`config.mk`:
```
export PLATFORM = sky130hd
export DESIGN_NAME = ringq_ptr_mgr
export DESIGN_NICKNAME = d
export VERILOG_FILES = /design/src/rtl/ringq_pkg.sv /design/src/rtl/ringq_size_cfg.sv /design/src/rtl/ringq_ptr_unit.sv /design/src/rtl/ringq_occupancy.sv /design/src/rtl/ringq_addr_gen.sv /design/src/rtl/ringq_ptr_mgr.sv
export SDC_FILE = /design/constraint.sdc
export NUM_CORES = 1
export LEC_CHECK = 0
export ABC_AREA = 1
export CAP_MARGIN = 15
export CORE_ASPECT_RATIO = 1.1
export CORE_UTILIZATION = 49
export CTS_CLUSTER_DIAMETER = 30
export DETAILED_ROUTE_END_ITERATION = 8
export GPL_ROUTABILITY_DRIVEN = 0
export PLACE_DENSITY = 0.73
export SLEW_MARGIN = 10
export SYNTH_ARGS = -nofsm -noshare
export SYNTH_HDL_FRONTEND = slang
export SYNTH_SLANG_ARGS = --single-unit
```
`constraint.sdc`:
```
create_clock -name clk -period 7.9 [get_ports clk]
set_clock_uncertainty 0.1 [all_clocks]
set_input_delay 1.185 -clock clk [delete_from_list [all_inputs] [get_ports clk]]
set_output_delay 1.185 -clock clk [all_outputs]
set_load 0.005 [all_outputs]
```
`src/rtl/ringq_pkg.sv`:
```
package ringq_pkg;
  localparam int unsigned REG_W   = 32;
  localparam int unsigned ERR_W   = 7;
  localparam int unsigned ERR_LSB = 24;

  typedef enum logic [1:0] {
    PTR_HOLD = 2'd0,
    PTR_STEP = 2'd1,
    PTR_LOAD = 2'd2
  } ptr_op_e;
endpackage

```
`src/rtl/ringq_size_cfg.sv`:
```
module ringq_size_cfg #(
  parameter int unsigned MAX_LOG2 = 19,
  parameter int unsigned LOG2_W   = 5,
  parameter int unsigned PTR_W    = 20
) (
  input  logic              clk,
  input  logic              rst_n,
  input  logic              q_en,
  input  logic [LOG2_W-1:0] cfg_log2,
  output logic [PTR_W-1:0]  wrap_bit,
  output logic [PTR_W-1:0]  wrap_mask,
  output logic [PTR_W-1:0]  idx_mask
);
  logic [LOG2_W-1:0] log2_q;
  logic [LOG2_W-1:0] log2_d;
  logic              cfg_ok;
  logic              log2_en;

  always_comb begin
    cfg_ok  = (cfg_log2 <= LOG2_W'(MAX_LOG2));
    log2_en = !q_en && cfg_ok;
    log2_d  = cfg_log2;
  end

  always_ff @(posedge clk or negedge rst_n) begin
    if (!rst_n) begin
      log2_q <= '0;
    end else if (log2_en) begin
      log2_q <= log2_d;
    end
  end

  always_comb begin
    wrap_bit  = PTR_W'(1) << log2_q;
    wrap_mask = (wrap_bit << 1) - PTR_W'(1);
    idx_mask  = wrap_bit - PTR_W'(1);
  end

  // size frozen while the ring is enabled
  a_r2_size_frozen: assert property (@(posedge clk) disable iff (!rst_n)
    q_en |=> $stable(log2_q));
  // stored size never leaves the legal range
  a_r2_size_range: assert property (@(posedge clk) disable iff (!rst_n)
    log2_q <= LOG2_W'(MAX_LOG2));
  // exactly one wrap position is marked
  a_r4_wrap_onehot: assert property (@(posedge clk) disable iff (!rst_n)
    $countones(wrap_bit) == 1);
endmodule

```
`src/rtl/ringq_ptr_unit.sv`:
```
module ringq_ptr_unit
  import ringq_pkg::*;
#(
  parameter int unsigned PTR_W   = 20,
  parameter bit          DEPOSIT = 1'b0
) (
  input  logic             clk,
  input  logic             rst_n,
  input  logic             inc,
  input  logic             blocked,
  input  logic             we,
  input  logic [PTR_W-1:0] wdata,
  input  logic [PTR_W-1:0] wrap_mask,
  output logic [PTR_W-1:0] ptr_q,
  output logic             refused_q
);
  ptr_op_e          op;
  logic [PTR_W-1:0] step_val;
  logic [PTR_W-1:0] ptr_d;
  logic             ptr_en;
  logic             refuse_set;
  logic [PTR_W-1:0] bumped;

  assign bumped = ptr_q + PTR_W'(1);

  generate
    if (DEPOSIT) begin : g_deposit
      assign step_val = (ptr_q & ~wrap_mask) | (bumped & wrap_mask);
    end else begin : g_masked
      assign step_val = bumped & wrap_mask;
    end
  endgenerate

  always_comb begin
    if (we) begin
      op = PTR_LOAD;
    end else if (inc && !blocked) begin
      op = PTR_STEP;
    end else begin
      op = PTR_HOLD;
    end
    unique case (op)
      PTR_LOAD: ptr_d = wdata;
      PTR_STEP: ptr_d = step_val;
      default:  ptr_d = ptr_q;
    endcase
    ptr_en     = (op != PTR_HOLD);
    refuse_set = inc && blocked;
  end

  always_ff @(posedge clk or negedge rst_n) begin
    if (!rst_n) begin
      ptr_q <= '0;
    end else if (ptr_en) begin
      ptr_q <= ptr_d;
    end
  end

  always_ff @(posedge clk or negedge rst_n) begin
    if (!rst_n) begin
      refused_q <= 1'b0;
    end else if (refuse_set) begin
      refused_q <= 1'b1;
    end
  end

  // a refused step leaves the pointer alone
  a_r5_r6_refused_hold: assert property (@(posedge clk) disable iff (!rst_n)
    inc && blocked && !we |=> $stable(ptr_q));
  // refusal flags are sticky
  a_r5_r6_sticky: assert property (@(posedge clk) disable iff (!rst_n)
    refused_q |=> refused_q);
  // a load takes the written value
  a_r7_load: assert property (@(posedge clk) disable iff (!rst_n)
    we |=> ptr_q == $past(wdata));

  generate
    if (DEPOSIT) begin : g_chk_dep
      // bits above the wrap flag survive a step
      a_r6_upper_kept: assert property (@(posedge clk) disable iff (!rst_n)
        inc && !blocked && !we |=>
          (ptr_q & ~$past(wrap_mask)) == ($past(ptr_q) & ~$past(wrap_mask)));
    end else begin : g_chk_msk
      // bits above the wrap flag are cleared by a step
      a_r5_upper_clear: assert property (@(posedge clk) disable iff (!rst_n)
        inc && !blocked && !we |=> (ptr_q & ~$past(wrap_mask)) == '0);
    end
  endgenerate
endmodule

```
`src/rtl/ringq_occupancy.sv`:
```
module ringq_occupancy #(
  parameter int unsigned PTR_W = 20
) (
  input  logic [PTR_W-1:0] prod_ptr,
  input  logic [PTR_W-1:0] cons_ptr,
  input  logic [PTR_W-1:0] wrap_bit,
  input  logic [PTR_W-1:0] wrap_mask,
  output logic             full,
  output logic             empty
);
  logic [PTR_W-1:0] diff;

  always_comb begin
    diff  = (prod_ptr ^ cons_ptr) & wrap_mask;
    full  = (diff == wrap_bit);
    empty = (diff == '0);
  end
endmodule

```
`src/rtl/ringq_addr_gen.sv`:
```
module ringq_addr_gen #(
  parameter int unsigned ADDR_W     = 48,
  parameter int unsigned ESZ_W      = 8,
  parameter int unsigned PTR_W      = 20,
  parameter int unsigned ALIGN_BITS = 5
) (
  input  logic [ADDR_W-1:0] base,
  input  logic [ESZ_W-1:0]  entry_bytes,
  input  logic [PTR_W-1:0]  ptr,
  input  logic [PTR_W-1:0]  idx_mask,
  output logic [ADDR_W-1:0] addr
);
  localparam logic [ADDR_W-1:0] BASE_MASK = ~((ADDR_W'(1) << ALIGN_BITS) - ADDR_W'(1));

  logic [PTR_W-1:0]  idx;
  logic [ADDR_W-1:0] offset;

  always_comb begin
    idx    = ptr & idx_mask;
    offset = ADDR_W'(entry_bytes) * ADDR_W'(idx);
    addr   = (base & BASE_MASK) + offset;
  end
endmodule

```
`src/rtl/ringq_ptr_mgr.sv`:
```
module ringq_ptr_mgr
  import ringq_pkg::*;
#(
  parameter int unsigned MAX_LOG2   = 19,
  parameter int unsigned ADDR_W     = 48,
  parameter int unsigned ESZ_W      = 8,
  parameter int unsigned ALIGN_BITS = 5,
  localparam int unsigned LOG2_W    = $clog2(MAX_LOG2 + 1),
  localparam int unsigned PTR_W     = MAX_LOG2 + 1
) (
  input  logic              clk,
  input  logic              rst_n,
  input  logic              q_en,
  input  logic [LOG2_W-1:0] cfg_log2,
  input  logic              base_we,
  input  logic [ADDR_W-1:0] base_wdata,
  input  logic [ESZ_W-1:0]  entry_bytes,
  input  logic              prod_inc,
  input  logic              cons_inc,
  input  logic              prod_we,
  input  logic [PTR_W-1:0]  prod_wdata,
  input  logic              cons_we,
  input  logic [PTR_W-1:0]  cons_wdata,
  input  logic              err_we,
  input  logic [ERR_W-1:0]  err_code,
  output logic              q_full,
  output logic              q_empty,
  output logic [REG_W-1:0]  prod_rdata,
  output logic [REG_W-1:0]  cons_rdata,
  output logic [ADDR_W-1:0] prod_addr,
  output logic [ADDR_W-1:0] cons_addr,
  output logic              ovf_flag,
  output logic              udf_flag
);
  // reset synchronizer: asserts at once, releases on the clock
  logic rst_meta_n;
  logic rst_sync_n;

  always_ff @(posedge clk or negedge rst_n) begin
    if (!rst_n) begin
      rst_meta_n <= 1'b0;
      rst_sync_n <= 1'b0;
    end else begin
      rst_meta_n <= 1'b1;
      rst_sync_n <= rst_meta_n;
    end
  end

  logic [PTR_W-1:0]  wrap_bit;
  logic [PTR_W-1:0]  wrap_mask;
  logic [PTR_W-1:0]  idx_mask;
  logic [PTR_W-1:0]  prod_ptr;
  logic [PTR_W-1:0]  cons_ptr;
  logic [ADDR_W-1:0] base_q;
  logic [ADDR_W-1:0] base_d;
  logic [ERR_W-1:0]  err_q;
  logic [ERR_W-1:0]  err_d;

  ringq_size_cfg #(
    .MAX_LOG2 (MAX_LOG2),
    .LOG2_W   (LOG2_W),
    .PTR_W    (PTR_W)
  ) u_size (
    .clk       (clk),
    .rst_n     (rst_sync_n),
    .q_en      (q_en),
    .cfg_log2  (cfg_log2),
    .wrap_bit  (wrap_bit),
    .wrap_mask (wrap_mask),
    .idx_mask  (idx_mask)
  );

  ringq_occupancy #(.PTR_W(PTR_W)) u_occ (
    .prod_ptr  (prod_ptr),
    .cons_ptr  (cons_ptr),
    .wrap_bit  (wrap_bit),
    .wrap_mask (wrap_mask),
    .full      (q_full),
    .empty     (q_empty)
  );

  ringq_ptr_unit #(.PTR_W(PTR_W), .DEPOSIT(1'b0)) u_prod (
    .clk       (clk),
    .rst_n     (rst_sync_n),
    .inc       (prod_inc),
    .blocked   (q_full),
    .we        (prod_we),
    .wdata     (prod_wdata),
    .wrap_mask (wrap_mask),
    .ptr_q     (prod_ptr),
    .refused_q (ovf_flag)
  );

  ringq_ptr_unit #(.PTR_W(PTR_W), .DEPOSIT(1'b1)) u_cons (
    .clk       (clk),
    .rst_n     (rst_sync_n),
    .inc       (cons_inc),
    .blocked   (q_empty),
    .we        (cons_we),
    .wdata     (cons_wdata),
    .wrap_mask (wrap_mask),
    .ptr_q     (cons_ptr),
    .refused_q (udf_flag)
  );

  ringq_addr_gen #(
    .ADDR_W     (ADDR_W),
    .ESZ_W      (ESZ_W),
    .PTR_W      (PTR_W),
    .ALIGN_BITS (ALIGN_BITS)
  ) u_prod_addr (
    .base        (base_q),
    .entry_bytes (entry_bytes),
    .ptr         (prod_ptr),
    .idx_mask    (idx_mask),
    .addr        (prod_addr)
  );

  ringq_addr_gen #(
    .ADDR_W     (ADDR_W),
    .ESZ_W      (ESZ_W),
    .PTR_W      (PTR_W),
    .ALIGN_BITS (ALIGN_BITS)
  ) u_cons_addr (
    .base        (base_q),
    .entry_bytes (entry_bytes),
    .ptr         (cons_ptr),
    .idx_mask    (idx_mask),
    .addr        (cons_addr)
  );

  always_comb begin
    base_d = base_wdata;
    err_d  = err_code;
  end

  always_ff @(posedge clk or negedge rst_sync_n) begin
    if (!rst_sync_n) begin
      base_q <= '0;
    end else if (base_we) begin
      base_q <= base_d;
    end
  end

  always_ff @(posedge clk or negedge rst_sync_n) begin
    if (!rst_sync_n) begin
      err_q <= '0;
    end else if (err_we) begin
      err_q <= err_d;
    end
  end

  always_comb begin
    prod_rdata                     = '0;
    prod_rdata[PTR_W-1:0]          = prod_ptr;
    cons_rdata                     = '0;
    cons_rdata[PTR_W-1:0]          = cons_ptr;
    cons_rdata[ERR_LSB +: ERR_W]   = err_q;
  end

  // full and empty never coincide
  a_r3_r4_exclusive: assert property (@(posedge clk) disable iff (!rst_sync_n)
    !(q_full && q_empty));
  // error code holds unless written
  a_r8_err_hold: assert property (@(posedge clk) disable iff (!rst_sync_n)
    !err_we |=> $stable(err_q));
  // error write lands in the register image
  a_r8_err_load: assert property (@(posedge clk) disable iff (!rst_sync_n)
    err_we |=> cons_rdata[ERR_LSB +: ERR_W] == $past(err_code));
  // base register holds unless written
  a_r9_base_hold: assert property (@(posedge clk) disable iff (!rst_sync_n)
    !base_we |=> $stable(base_q));
endmodule

```
* Word level (Yosys, flattened, before mapping)
Index checks and enable logic that the tools add are counted.
** Storage, ports and cells
- Flip-flop bits (word level) :: 104
- Output and inout bits :: 164
- Word-level logic and storage cells :: 54
** Operators by class
- Add/sub/neg operators :: 6
- Multiply operators :: 2
- $lt $le $gt $ge :: 1
- Equality and inequality tests :: 5
- Shift-type cells :: 1
- Muxes and demuxes :: 6
- Bitwise operators :: 9
- Reduce and logical (&&, ||, !) cells :: 15
** Operator list (count)
- $and A20 B20 Y20 :: 6
- $add A48 B28 Y48 :: 2
- $pmux W20 S2 :: 2
- $mul A8 B20 Y28 :: 2
- $add A20 B1 Y20 const B :: 2
- $sub A20 B1 Y20 const B :: 2
- $eq A20 B20 Y1 :: 1
- $logic_not A20 Y1 :: 1
- $not A20 Y20 :: 1
- $or A20 B20 Y20 :: 1
- $shl A1 B5 Y20 const A :: 1
- $xor A20 B20 Y20 :: 1
- $reduce_bool A2 Y1 :: 4
- $le A5 B5 Y1 const B :: 1
- $logic_and A1 B1 Y1 :: 5
- $eq A2 B1 Y1 const B :: 2
- $eq A2 B2 Y1 const B :: 2
- $mux W2 :: 2
- $reduce_and A2 Y1 :: 2
- $logic_not A1 Y1 :: 3
- $mux W1 :: 2

* Depth between registers and ports, before layout
- Depth after elaboration :: 11
- Mapped depth :: 38
- Mapped depth without buffers :: 38

* Modules after synthesis
Synthesis repeated with hierarchy kept, for this count alone.
** Unflattened totals
- Cell total of the unflattened synthesis :: 3370
- Area, all modules :: 21794.7 um2
** Modules (own cells, without submodules)
- ringq_addr_gen at u_prod_addr :: times used 1, cells each 1155, area each 7357.1 um2, seq. area each 0.0 um2
- ringq_addr_gen at u_cons_addr :: times used 1, cells each 1142, area each 7198.2 um2, seq. area each 0.0 um2
- ringq_ptr_mgr :: times used 1, cells each 254, area each 2253.4 um2, seq. area each 1426.4 um2
- ringq_ptr_unit at u_cons :: times used 1, cells each 244, area each 1640.3 um2, seq. area each 525.5 um2
- ringq_ptr_unit at u_prod :: times used 1, cells each 231, area each 1567.8 um2, seq. area each 525.5 um2
- ringq_size_cfg :: times used 1, cells each 149, area each 903.4 um2, seq. area each 125.1 um2
- ringq_occupancy :: times used 1, cells each 195, area each 874.6 um2, seq. area each 0.0 um2

* Worst setup path after synthesis
Ideal clock, no wire load.
- Path type :: flip-flop to output port
- From :: register u_size.log2_q[0]
- To :: output cons_addr[37]
- Data arrival time :: 5774 ps
- Setup slack :: 841 ps
- Stages on the path, launching flop included :: 31
- Buffers on the path :: 0
- Path through :: dfrtp_1 > nor2_1 > inv_1 > nor2_1 > nand2_2 > ha_1 > nand3_2 > nor2_2 > nand3_1 > nand2_1 > nand2_1 > inv_1 > nor2_1 > inv_1 > nor2_1 > fa_1 > fa_1 > fa_1 > inv_1 > fa_1 > inv_1 > ha_1 > nand2_1 > nor2_1 > inv_1 > nor3_1 > nand3_1 > o21a_1 > o21ai_0 > nand2_1 > xor2_1
** Between the ends
- Word-level cells in the longest chain between the ends :: 5
** Ends and longest elaborated chain
- start, declared :: RTL line ringq_size_cfg.sv:14 : logic [LOG2_W-1:0] log2_q;
- start signal, assigned :: RTL line ringq_size_cfg.sv:29 : log2_q <= log2_d;
- $shl A1 B5 Y20 :: RTL line ringq_size_cfg.sv:34 : wrap_bit = PTR_W'(1) << log2_q;
- $sub A20 B1 Y20 :: RTL line ringq_size_cfg.sv:36 : idx_mask = wrap_bit - PTR_W'(1);
- $and A20 B20 Y20 :: RTL line ringq_addr_gen.sv:19 : idx = ptr & idx_mask;
- $mul A8 B20 Y28 :: RTL line ringq_addr_gen.sv:20 : offset = ADDR_W'(entry_bytes) * ADDR_W'(idx);
- $add A48 B28 Y48 :: RTL line ringq_addr_gen.sv:21 : addr = (base & BASE_MASK) + offset;
- end, declared :: RTL line ringq_ptr_mgr.sv:31 : output logic [ADDR_W-1:0] cons_addr,
No other way between the ends.

* Worst setup path in the final report
- From :: register u_size.log2_q[1]
- To :: output cons_addr[43]
Same word-level chain as after synthesis.

==> reports/metrics.cfg <==
[pwr]
power.leakage_nw=13.29
powerDensity_nw_per_um2=490.9
peakVddDrop_uv=721.6
power.total_w=0.01251

[sta]
fmaxAchievable_mhz=126.6
holdWs_ns=0.2278
rsz0062_at_grt=yes
post-route-min-period_ns=7.897
max-slew-margin-rel_pct=26.25
finalHoldViolations=0
setup_viol=0
tightestPinTransition_ns=1.098
drv_slew=0
finalCritPeriodShare_pct=99.96
setup_ws_ns=0.002882

[route]
drtIter0Drc=1799
wl_microns=61210
dr.pass1.iters=6
drt-wirelength-per-cell_microns=17.26
avgViaCountPerCell=5.421
ant_nets=0
vias=19220
drc_errors=0

[min_path]
hp-class=register to async pin

[critical_path]
worstSetupPathType=register to output pin
critical-path-max-stage-delay_ns=0.55
worst-path-max-fanout=5
worstPathRequired_ns=6.61
cp_slowest_cell=fa_1
arrival_ns=6.61
end_kind=output pin
critPathLaunchType=register

[synthesis]
ys_types=47
synth_seq_cells=99
yosysWarnings=0
synth.top_cell.area_share_pct=27.83
synth_area_leader_cell=fa_1
synthFlopType=dfrtp_1
synth_cells=2588
synth.most_common_cell=inv_1
synth_common_cells=inv_1, nand2_1, nor2_1
synth_area_per_cell_sq_um=7.226
ys_seq_area_share_pct=13.25
synth-edff-count=0
synth_area_sq_um=18700
async_reset_ff_share_pct=100.0
synthTopCellsByArea=fa_1, dfrtp_1, inv_1

[clocking]
cts.sinks=99
path_clk_slew_ns=0.08
cts_buffers=9
cts_tree=done
cts-root-buf=clkbuf_16
htree_num_levels=3
clk_latency_ns=0.40
clk_path_buf_depth=2

[floorplan]
start_util_pct=49.99
die_area_sq_um=38950
rows=74
dieHeight_microns=206.9
core_sq_um=37410
chipWidth_microns=188.3
io_pins=281

[global_route]
grt_pass1_wl_microns=94700
antenna_found_initial=1
grt_pass1_vias=19100
grt_max_degree=76
grtUsageTotal_pct=30.87
grt-ovfl-total=0

[final_layout]
nets=3533
syn_to_final_growth_pct=36.28
utilization_pct=68.13
fillers=2989
drive_gt1_share_pct=20.19

[run_status]
outcome=finished, final reports clean

[place]
dp_hpwl_microns=46880
place_ws_ns=-0.3094
portBuffers=258

[run]
maxCapViolations=0

per-layer routing:
layer	wire [microns]	vias up	global-route usage, %
li1	-	8739	-
met4	3454	0	15.56
met3	4739	210	4.970
met2	30010	993	52.78
met1	23000	9281	37.94
met5	0	-	0
final timing paths:
check / from / endpoint / slack, ns / cells past startpoint
max: u_size.log2_q[1] / cons_addr[43] / 0.003 / 35
min: rst_sync_n / err_q[4] / 0.23 / 0
max reg2reg: u_size.log2_q[1] / u_prod.ptr_q[4] / 3.90 / 21
min reg2reg: rst_sync_n / err_q[4] / 0.23 / 0
max in group asynchronous: rst_sync_n / u_size.log2_q[2] / 6.20 / 1
min in group clk: rst_meta_n / rst_sync_n / 0.25 / 0
kinds of logic after synthesis:
family / Yosys count / share of synthesized area [%]
other cells: 2 / 0.04016
flops: 99 / 13.25
mux: 18 / 1.084
compound gates: 222 / 6.463
fa+ha+maj: 369 / 35.13
xor+xnor: 115 / 5.386
simple gates: 1115 / 25.08
buf+inv: 648 / 13.58
cell usage in the layout, fill, tap and decap left out, types with 13 or more instances in the layout:
cell and instances:
nor3_1 22, nand2_1 455, a21oi_2 26, nor2_4 31
xor2_1 80, o21ai_0 52, ha_1 76, nand3_1 115
fa_1 254, dfrtp_1 97, mux2_2 18, buf_4 237
clkdlybuf4s50_1 193, nor2_1 298, xnor2_1 29, nand2_2 53
inv_1 518, conb_1 18, ha_4 32, nand4_1 55
dlymetal6s2s_1 41, clkbuf_2 13, nor2_2 50, inv_2 33
a21oi_1 68
stage by stage:
step	instances	cell area, sq um	setup TNS (ns)
after floorplan	2604	18760	0
after global placement	3477	23190	-3.056
after detailed placement	3477	23190	-5.337
after CTS	3502	24040	0
after global routing	3545	25480	-2.043
final	3546	25480	0
worst max-delay path, delay by kind of cell, from the launching register on:
| family | cells | cell delay, ns |
|---|---|---|
| DFF | 1 | 0.43 |
| adders and majority gates | 6 | 2.50 |
| xor gates and xnor gates | 1 | 0.14 |
| and+or+nand+nor | 10 | 0.92 |
| buffers and inverters | 13 | 1.34 |
| AOI/OAI and AO/OA | 5 | 0.87 |
where the power goes:
part	leakage, nW	internal (W)	switching, W
clock	0.151	0.000279	0.000239
sequential	1.19	0.000560	0.0000879
combinational	11.9	0.00564	0.00571
final cells by class:
type | instances | area (sq um) | area share [%]
multi-input cells | 1857 | 15190 | 59.62
repair buffers | 517 | 4732 | 18.57
flip-flops and latches | 99 | 2482 | 9.741
inverters | 563 | 2138 | 8.391
well taps | 494 | 618.1 | 2.425
clock buffers | 10 | 229.0 | 0.8985
clock inverters | 5 | 87.58 | 0.3437
diodes | 1 | 2.502 | 0.009819
repair_timing:
action | CTS | global route
buffers inserted | 10 | 48
pin swaps | 29 | 145
hold buffers | 0 | 0
cloned | 0 | 0
gates resized for setup | 133 | 328
setup endpoints to repair | 67 | 69
hold endpoints to repair | 0 | 0
(Power assumes the default switching activity.)
